## config.mk

```make
export PLATFORM = sky130hd
export DESIGN_NAME = sirq_msi_bridge
export DESIGN_NICKNAME = d
export VERILOG_FILES = /design/src/rtl/sirq_pkg.sv /design/src/rtl/sirq_frame_seq.sv /design/src/rtl/sirq_irq_detect.sv /design/src/rtl/sirq_msi_issue.sv /design/src/rtl/sirq_msi_bridge.sv
export SDC_FILE = /design/constraint.sdc
export NUM_CORES = 1
export LEC_CHECK = 0
export BUFFER_PORTS_ARGS = -buffer_cell sky130_fd_sc_hd__buf_4
export CORE_ASPECT_RATIO = 1.75
export CORE_MARGIN = 3
export CORE_UTILIZATION = 35
export DETAILED_ROUTE_END_ITERATION = 10
export PLACE_DENSITY_LB_ADDON = 0.2
export SYNTH_ARGS = -nofsm -noshare
export SYNTH_HDL_FRONTEND = slang
export SYNTH_HIERARCHICAL = 1
export SYNTH_SLANG_ARGS = --single-unit
```

## constraint.sdc

```tcl
create_clock -name clk -period 2.46 [get_ports clk]
set_clock_uncertainty 0.15 [all_clocks]
set_input_delay 0.123 -clock clk [delete_from_list [all_inputs] [get_ports clk]]
set_output_delay 0.123 -clock clk [all_outputs]
set_load 0.02 [all_outputs]
```

## src/rtl/sirq_pkg.sv

```systemverilog
package sirq_pkg;
   typedef enum logic [1:0] {
      FR_START = 2'd0,
      FR_PHASE = 2'd1,
      FR_STOP  = 2'd2,
      FR_IDLE  = 2'd3
   } frame_e;

   function automatic int max3(input int a, input int b, input int c);
      int m;
      m = (a > b) ? a : b;
      return (m > c) ? m : c;
   endfunction
endpackage

```

## src/rtl/sirq_frame_seq.sv

```systemverilog
module sirq_frame_seq
   import sirq_pkg::*;
#(
   parameter int NUM_IRQ    = 16,
   parameter int NUM_PHASE  = 17,
   parameter int START_CLKS = 4,
   parameter int PHASE_CLKS = 3,
   parameter int STOP_CLKS  = 2,
   parameter int IDLE_CLKS  = 2
) (
   input  logic               clk,
   input  logic               rst_n,
   input  logic               line_in,
   output logic               line_out,
   output logic               line_oe,
   output logic [NUM_IRQ-1:0] req_bits,
   output logic               frame_done
);
   localparam int MAXC  = max3(START_CLKS, STOP_CLKS, IDLE_CLKS);
   localparam int CNT_W = $clog2(MAXC + 1);
   localparam int PH_W  = $clog2(NUM_PHASE + 1);
   localparam int SL_W  = $clog2(PHASE_CLKS + 1);

   frame_e             state;
   logic [CNT_W-1:0]   cnt;
   logic [PH_W-1:0]    phase;
   logic [SL_W-1:0]    slot;
   logic [NUM_IRQ-1:0] shadow;

   always_ff @(posedge clk or negedge rst_n) begin
      if (!rst_n) begin
         state      <= FR_START;
         cnt        <= '0;
         phase      <= '0;
         slot       <= '0;
         shadow     <= '0;
         frame_done <= 1'b0;
      end else begin
         frame_done <= 1'b0;
         case (state)
            FR_START: begin
               if (cnt == CNT_W'(START_CLKS - 1)) begin
                  state <= FR_PHASE;
                  cnt   <= '0;
                  phase <= '0;
                  slot  <= '0;
               end else begin
                  cnt <= cnt + 1'b1;
               end
            end
            FR_PHASE: begin
               if (slot == '0) begin
                  for (int k = 0; k < NUM_IRQ; k++) begin
                     if (phase == PH_W'(k)) shadow[k] <= ~line_in;
                  end
               end
               if (slot == SL_W'(PHASE_CLKS - 1)) begin
                  slot <= '0;
                  if (phase == PH_W'(NUM_PHASE - 1)) begin
                     state      <= FR_STOP;
                     cnt        <= '0;
                     frame_done <= 1'b1;
                  end else begin
                     phase <= phase + 1'b1;
                  end
               end else begin
                  slot <= slot + 1'b1;
               end
            end
            FR_STOP: begin
               if (cnt == CNT_W'(STOP_CLKS - 1)) begin
                  state <= FR_IDLE;
                  cnt   <= '0;
               end else begin
                  cnt <= cnt + 1'b1;
               end
            end
            default: begin
               if (cnt == CNT_W'(IDLE_CLKS - 1)) begin
                  state <= FR_START;
                  cnt   <= '0;
               end else begin
                  cnt <= cnt + 1'b1;
               end
            end
         endcase
      end
   end

   assign line_oe  = (state == FR_START) || (state == FR_STOP);
   assign line_out = ~line_oe;
   assign req_bits = shadow;
endmodule

```

## src/rtl/sirq_irq_detect.sv

```systemverilog
module sirq_irq_detect #(
   parameter int NUM_IRQ = 16
) (
   input  logic               clk,
   input  logic               rst_n,
   input  logic               frame_done,
   input  logic [NUM_IRQ-1:0] req_bits,
   input  logic [NUM_IRQ-1:0] level_mode,
   input  logic               enable,
   output logic [NUM_IRQ-1:0] event_vec,
   output logic [NUM_IRQ-1:0] status
);
   for (genvar i = 0; i < NUM_IRQ; i++) begin : g_irq
      logic prev_r;
      logic stat_r;
      logic ev_r;
      logic rise_edge;
      logic rise_lvl;

      assign rise_edge = req_bits[i] & ~prev_r;
      assign rise_lvl  = req_bits[i] & ~stat_r;

      always_ff @(posedge clk or negedge rst_n) begin
         if (!rst_n) begin
            prev_r <= 1'b0;
            stat_r <= 1'b0;
            ev_r   <= 1'b0;
         end else begin
            ev_r <= 1'b0;
            if (frame_done) begin
               prev_r <= req_bits[i];
               stat_r <= level_mode[i] & req_bits[i];
               ev_r   <= enable & (level_mode[i] ? rise_lvl : rise_edge);
            end
         end
      end

      assign event_vec[i] = ev_r;
      assign status[i]    = stat_r;
   end
endmodule

```

## src/rtl/sirq_msi_issue.sv

```systemverilog
module sirq_msi_issue #(
   parameter int NUM_IRQ   = 16,
   parameter int MSG_W     = 16,
   parameter int MME_W     = 3,
   parameter int ADDR_W    = 64,
   parameter int PAYLOAD_W = 32
) (
   input  logic                 clk,
   input  logic                 rst_n,
   input  logic                 enable,
   input  logic [NUM_IRQ-1:0]   event_vec,
   input  logic [MME_W-1:0]     mme,
   input  logic [ADDR_W/2-1:0]  addr_lo,
   input  logic [ADDR_W/2-1:0]  addr_hi,
   input  logic [MSG_W-1:0]     msg_data,
   output logic                 req_valid,
   input  logic                 req_ack,
   output logic [ADDR_W-1:0]    req_addr,
   output logic                 req_is64,
   output logic [PAYLOAD_W-1:0] req_data
);
   localparam int IDX_W = $clog2(NUM_IRQ);
   localparam int MAXB  = IDX_W;

   logic [NUM_IRQ-1:0]   pending;
   logic [NUM_IRQ-1:0]   clr_vec;
   logic [IDX_W-1:0]     pick_idx;
   logic                 pick_any;
   logic                 load;
   logic [MSG_W-1:0]     idx_ext;
   logic [MSG_W-1:0]     data_n;
   int                   msg_bits;

   always_comb begin
      pick_idx = '0;
      pick_any = 1'b0;
      for (int k = NUM_IRQ - 1; k >= 0; k--) begin
         if (pending[k]) begin
            pick_idx = IDX_W'(k);
            pick_any = 1'b1;
         end
      end
   end

   assign load = enable && !req_valid && pick_any;

   always_comb begin
      clr_vec = '0;
      if (load) clr_vec[pick_idx] = 1'b1;
   end

   always_comb begin
      msg_bits = (int'(mme) > MAXB) ? MAXB : int'(mme);
      idx_ext  = MSG_W'(pick_idx);
      for (int k = 0; k < MSG_W; k++) begin
         data_n[k] = (k < msg_bits) ? idx_ext[k] : msg_data[k];
      end
   end

   always_ff @(posedge clk or negedge rst_n) begin
      if (!rst_n) begin
         pending   <= '0;
         req_valid <= 1'b0;
         req_addr  <= '0;
         req_is64  <= 1'b0;
         req_data  <= '0;
      end else begin
         if (!enable) pending <= '0;
         else         pending <= (pending & ~clr_vec) | event_vec;

         if (load) begin
            req_valid <= 1'b1;
            req_addr  <= {addr_hi, addr_lo};
            req_is64  <= |addr_hi;
            req_data  <= PAYLOAD_W'(data_n);
         end else if (req_valid && req_ack) begin
            req_valid <= 1'b0;
         end
      end
   end
endmodule

```

## src/rtl/sirq_msi_bridge.sv

```systemverilog
module sirq_msi_bridge #(
   parameter int NUM_IRQ    = 16,
   parameter int NUM_PHASE  = NUM_IRQ + 1,
   parameter int START_CLKS = 4,
   parameter int PHASE_CLKS = 3,
   parameter int STOP_CLKS  = 2,
   parameter int IDLE_CLKS  = 2,
   parameter int MSG_W      = 16,
   parameter int MME_W      = 3,
   parameter int ADDR_W     = 64,
   parameter int PAYLOAD_W  = 32
) (
   input  logic                 clk,
   input  logic                 rst_n,
   input  logic                 serirq_in,
   output logic                 serirq_out,
   output logic                 serirq_oe,
   input  logic                 cfg_msi_en,
   input  logic [MME_W-1:0]     cfg_mme,
   input  logic [ADDR_W/2-1:0]  cfg_addr_lo,
   input  logic [ADDR_W/2-1:0]  cfg_addr_hi,
   input  logic [MSG_W-1:0]     cfg_msg_data,
   input  logic [NUM_IRQ-1:0]   cfg_level,
   input  logic                 bm_en,
   output logic                 req_valid,
   input  logic                 req_ack,
   output logic [ADDR_W-1:0]    req_addr,
   output logic                 req_is64,
   output logic [PAYLOAD_W-1:0] req_data,
   output logic [NUM_IRQ-1:0]   lvl_status
);
   if (NUM_IRQ < 2 || NUM_IRQ != (1 << $clog2(NUM_IRQ))) begin : g_bad_irq
      $error("NUM_IRQ must be a power of two of at least 2");
   end
   if (NUM_PHASE < NUM_IRQ) begin : g_bad_phase
      $error("NUM_PHASE must cover every IRQ");
   end
   if (PHASE_CLKS < 2 || START_CLKS < 1 || STOP_CLKS < 1 || IDLE_CLKS < 1) begin : g_bad_timing
      $error("frame timing parameters out of range");
   end
   if (PAYLOAD_W < MSG_W || $clog2(NUM_IRQ) > MSG_W) begin : g_bad_width
      $error("payload or message width too small");
   end
   if ((1 << MME_W) <= $clog2(NUM_IRQ)) begin : g_bad_mme
      $error("MME_W cannot encode all message counts");
   end

   logic                 msg_enable;
   logic [NUM_IRQ-1:0]   req_bits;
   logic                 frame_done;
   logic [NUM_IRQ-1:0]   event_vec;

   assign msg_enable = cfg_msi_en & bm_en;

   sirq_frame_seq #(
      .NUM_IRQ    (NUM_IRQ),
      .NUM_PHASE  (NUM_PHASE),
      .START_CLKS (START_CLKS),
      .PHASE_CLKS (PHASE_CLKS),
      .STOP_CLKS  (STOP_CLKS),
      .IDLE_CLKS  (IDLE_CLKS)
   ) u_seq (
      .clk        (clk),
      .rst_n      (rst_n),
      .line_in    (serirq_in),
      .line_out   (serirq_out),
      .line_oe    (serirq_oe),
      .req_bits   (req_bits),
      .frame_done (frame_done)
   );

   sirq_irq_detect #(
      .NUM_IRQ (NUM_IRQ)
   ) u_det (
      .clk        (clk),
      .rst_n      (rst_n),
      .frame_done (frame_done),
      .req_bits   (req_bits),
      .level_mode (cfg_level),
      .enable     (msg_enable),
      .event_vec  (event_vec),
      .status     (lvl_status)
   );

   sirq_msi_issue #(
      .NUM_IRQ   (NUM_IRQ),
      .MSG_W     (MSG_W),
      .MME_W     (MME_W),
      .ADDR_W    (ADDR_W),
      .PAYLOAD_W (PAYLOAD_W)
   ) u_iss (
      .clk       (clk),
      .rst_n     (rst_n),
      .enable    (msg_enable),
      .event_vec (event_vec),
      .mme       (cfg_mme),
      .addr_lo   (cfg_addr_lo),
      .addr_hi   (cfg_addr_hi),
      .msg_data  (cfg_msg_data),
      .req_valid (req_valid),
      .req_ack   (req_ack),
      .req_addr  (req_addr),
      .req_is64  (req_is64),
      .req_data  (req_data)
   );
endmodule

```

# [After elaboration in Yosys (flattened, before gate mapping)]
# Cells that the tools add are included.
[totals] reg_bits=175 out_inout_bits=116 elab_cells=365
[op_classes] add_sub_neg=3 n_lt_le_gt_ge=19 n_eq_ne=26 muxes=108 bitwise_logic=102 n_reduce_logical=33
[op_table] operator="$lt 5x32->1 const A" count=8
[op_table] operator="$lt 4x32->1 const A" count=4
[op_table] operator="$mux 1" count=70
[op_table] operator="$and 1x1->1" count=65
[op_table] operator="$lt 3x32->1 const A" count=2
[op_table] operator="$mux 4" count=16
[op_table] operator="$reduce_and 3->1" count=16
[op_table] operator="$eq 5x4->1 const B" count=8
[op_table] operator="$not 1->1" count=34
[op_table] operator="$lt 1x32->1 const A" count=1
[op_table] operator="$lt 2x32->1 const A" count=1
[op_table] operator="$mux 16" count=2
[op_table] operator="$reduce_or 32->1" count=1
[op_table] operator="$eq 5x3->1 const B" count=4
[op_table] operator="$and 16x16->16" count=1
[op_table] operator="$not 16->16" count=1
[op_table] operator="$or 16x16->16" count=1
[op_table] operator="$mux 3" count=5
[op_table] operator="$mux 5" count=3
[op_table] operator="$mux 2" count=7
[op_table] operator="$eq 5x2->1 const B" count=2
[op_table] operator="$pmux 5 s2" count=1
[op_table] operator="$ne 2x1->1 const B" count=4
[op_table] operator="$pmux 2 s3" count=1
[op_table] operator="other kinds (26)" count=33

# [Logic depth before layout (Yosys ltp)]
[logic_depth] word_depth=25 mapped_depth=8

# [Hierarchy]
# The synthesis kept the hierarchy.
[by_module_without_submodules] mod="sirq_msi_issue" instances=1 cells_each=315 area_each_um2=4331.7 seq_area_each_um2=2452.4
[by_module_without_submodules] mod="sirq_irq_detect" instances=1 cells_each=183 area_each_um2=2168.3 seq_area_each_um2=1201.2
[by_module_without_submodules] mod="sirq_frame_seq" instances=1 cells_each=173 area_each_um2=1675.4 seq_area_each_um2=725.7
[by_module_without_submodules] mod="sirq_msi_bridge" instances=1 cells_each=1 area_each_um2=6.3 seq_area_each_um2=0.0

# [Worst setup path after synthesis]
# Ideal clock, no wire load.
[synth_path] path_kind="register to register" startpoint="register u_iss.pending[7]" endpoint="register u_iss.req_addr[33]" setup_time_ps=125 arrival_ps=1938 required_ps=2185 setup_slack_ps=247 stages_incl_launch_ff=7 period_less_slack_ps=2213 path_cell_list="dfrtp_1 > or4_4 > o31a_1 > buf_6 > buf_6 > buf_12 > mux2_4"
[synth_via] elab_chain_len=9
[synth_lines] item="start, declared" line_no="sirq_msi_issue.sv:25" rtl="logic [NUM_IRQ-1:0] pending;"
[synth_lines] item="start signal, assigned" line_no="sirq_msi_issue.sv:69" rtl="else pending <= (pending & ~clr_vec) | event_vec;"
[synth_lines] item="$mux 1 (8 in series)" line_no="sirq_msi_issue.sv:38" rtl="if (pending[k]) begin"
[synth_lines] item="$logic_and 1x1->1" line_no="sirq_msi_issue.sv:45" rtl="assign load = enable && !req_valid && pick_any;"
[synth_lines] item="end signal, assigned" line_no="sirq_msi_issue.sv:73" rtl="req_addr <= {addr_hi, addr_lo};"
[synth_lines] item="end, declared" line_no="sirq_msi_issue.sv:18" rtl="output logic [ADDR_W-1:0] req_addr,"
# Every way passes these cells.
# A chain may end at the register's enable or synchronous reset.

# [Worst setup path in the final report]
[layout_path] startpoint="register u_iss.pending[7]" endpoint="register u_iss.req_data[13]"
[layout_via] elab_chain_len=9
[layout_lines] item="$mux 1 (8 in series)" line_no="sirq_msi_issue.sv:38"
[layout_lines] item="$logic_and 1x1->1" line_no="sirq_msi_issue.sv:45"
[layout_lines] item="end signal, assigned" line_no="sirq_msi_issue.sv:75" rtl="req_data <= PAYLOAD_W'(data_n);"
[layout_lines] item="end, declared" line_no="sirq_msi_issue.sv:20" rtl="output logic [PAYLOAD_W-1:0] req_data"
# Every way passes these cells.

==> run metrics <==
share of Yosys cell area claimed by the top area cell type=0.535; CORE AREA=22,800 um2; YS warnings=6; crit path launch type=flop; row cnt=73; layout cells sized above 1=0.370; Setup TNS=0 ps; Starting Density=0.358; commonest cells in the netlist=175 x dfrtp_1, 66 x mux2_2, 51 x inv_1; storage element area=4380 um2; total clock sinks=175; MaxCap Viol Count=0; worst slew pin tran=573 ps; flops & latches, synth=175; cells after synthesis=672; DP Wirelength=14,500 um; Final min period=2310 ps; worst-case clock buffer depth=2; mapped cell area=8180 um2; Post-CTS Setup Repair Bufs=0; HP Start=cfg_mme[1]; post-synth top area cell=dfrtp_1; final hold violation count=0; power per cell area=544 nW/um2; via count of the first global-routing pass=6,197; top cells by area, synth=dfrtp_1 54%, mux2_2 9.1%, mux2_4 5.7%, buf_4 4.5%, mux2i_1 3.7%; Worst Setup SP=u_iss/pending[7]$_DFF_PN0_; WHS Endpoint=u_iss/req_data[1]$_DFFE_PN0P_; r2r startpoint=u_iss/pending[7]$_DFF_PN0_; Slew headroom=0.614; Wirelength per Cell=16.3 um; Static Leak=0.00584 uW; first-pass GRT wire length=32,600 um; worst reg2reg endpoint=u_iss/req_data[13]$_DFFE_PN0P_; Post-Layout Cell Count=1,271; EDFF count, synth=0; die width=122 um; worst-skew pair later-pin latency=430 ps; Vias=5,955; Post-synth ARST share=1.00; final worst-path cycle share=0.939; wirelength, routed=20,700 um; # setup viols final=0; Peak VDD IR=326 uV; Max H-tree Level=4; drt pass-1 iters=4; Reg2Reg Depth=4; initial antenna violation count=0; die area=25,300 um2; vias per inst=4.69; Synth Flop Type=dfrtp_1; FF-to-FF setup slack=150 ps; grt ovf=0; kind of end point of the critical path=flop; DRC violation count after routing=0; status=complete, no violations; Critical Path RT=2620 ps; Slew Limit Fails=0; Final Net Count=1,077; I/O pin count=221; Die Ht=208 um; CTS tree=yes; WP data arrival=2470 ps; remaining antenna violation count after routing=0; count leader, synth=dfrtp_1; Num CTS Buffers=17; Syn-to-layout area delta=39.2%; ant diodes=0; initial drt markers=262; hold depth=4; min-delay worst type=input pin to flop; largest net degree at the start of global routing=57; upper clock frequency limit=433 MHz; root buffer cell=clkbuf_16; RSZ-0062 raised after global routing=false; Multi-input gate area=3110 um2; Fill cells=2,021; sequential fraction of the synthesis area=0.535; Worst-path clk slew=70 ps; gpl congestion=0.773; critical path peak fanout=50; placed cells=1,137; Mapped Avg Cell Area=12.2 um2; # port buffers=204; kind of critical path=flop to flop; Synth cell types=58; GRT Resource Usage Total=0.163
worst max-delay path by stage:
stage,to,depth (start not counted)
global route,u_iss/req_addr[33]$_DFFE_PN0P_,5
finish,u_iss/req_data[13]$_DFFE_PN0P_,4
floorplan,u_iss/req_addr[33]$_DFFE_PN0P_,6
CTS,u_iss/req_addr[33]$_DFFE_PN0P_,4
global placement,u_iss/req_addr[33]$_DFFE_PN0P_,4
detailed placement,u_iss/req_addr[34]$_DFFE_PN0P_,4
report_power, final:
group	switching, uW	leakage, uW	internal [uW]
clock	1160	0.000285	1580
sequential	27.1	0.00229	2910
combinational	225	0.00327	290
total	1410	0.00584	4780
cells by family (layout without fill, tap and decap cells):
group           after synthesis  in the layout  share of synthesized area
compound gates               86             86                     0.0668
fa+ha+maj                    14             14                     0.0214
buf+inv                     122            406                     0.0921
flops                       175            175                      0.535
mux                         127            127                      0.184
other cells                   1             16                   0.000458
simple gates                147            147                     0.0996
per-layer routing:
layer | share of wire | GRT usage | vias to the layer above
li1 | - | - | 2835
met1 | 0.39 | 0.185 | 2914
met2 | 0.53 | 0.294 | 182
met3 | 0.058 | 0.0367 | 24
met4 | 0.019 | 0.0603 | 0
met5 | 0 | 0 | -
registers in the layout (all words and copies together) (netlist names):
| signal | flops |
|---|---|
| u_iss/req_addr | 64 |
| u_det/g_irq.ev_r | 16 |
| u_det/g_irq.prev_r | 16 |
| u_det/g_irq.stat_r | 16 |
| u_iss/pending | 16 |
| u_iss/req_data | 16 |
| u_seq/req_bits | 16 |
| u_seq/phase | 5 |
| u_seq/cnt | 3 |
| u_seq/slot | 2 |
| u_seq/state | 2 |
| u_iss/req_is64 | 1 |
| u_iss/req_valid | 1 |
| u_seq/frame_done | 1 |
repair_timing:
action	CTS	global route
hold buffers	102	0
resized for setup	0	0
hold endpoints to repair	283	0
area by class of cell:
type	count	area share
clock buffers	20	0.0410
inverters	51	0.0168
flip-flops and latches	175	0.385
multi-input cells	390	0.273
clock inverters	12	0.0119
well taps	300	0.0330
repair buffers	323	0.240
layout by cell type, fill, tap and decap left out, drive strengths merged, types with 20 or more instances in the layout:
master,n
o21ai,34
buf,221
mux2i,30
nor2,23
dlygate4sd3,102
clkbuf,20
nand2,28
nand3,22
inv,52
dfrtp,175
mux2,97
worst max-delay path, cell delays in order, from the launching register on:
cell and delay, ps:
dfrtp_1 430, or4_4 560, o31a_2 480, buf_12 230
mux2_2 310
metrics by stage:
step                      total power (uW)  setup WS (ps)  hold WS [ps]  utilization  area, um2
final                                 6190            150          46.9        0.499      11400
after global routing                  6430           70.9          55.4        0.499      11400
after CTS                             6290            150          21.1        0.499      11400
after detailed placement              3380            160         -18.5        0.428       9770
after global placement                3370            191         -13.9        0.428       9770
after floorplan                       3120            247          -323            -       8240
(Power assumes the default switching activity.)
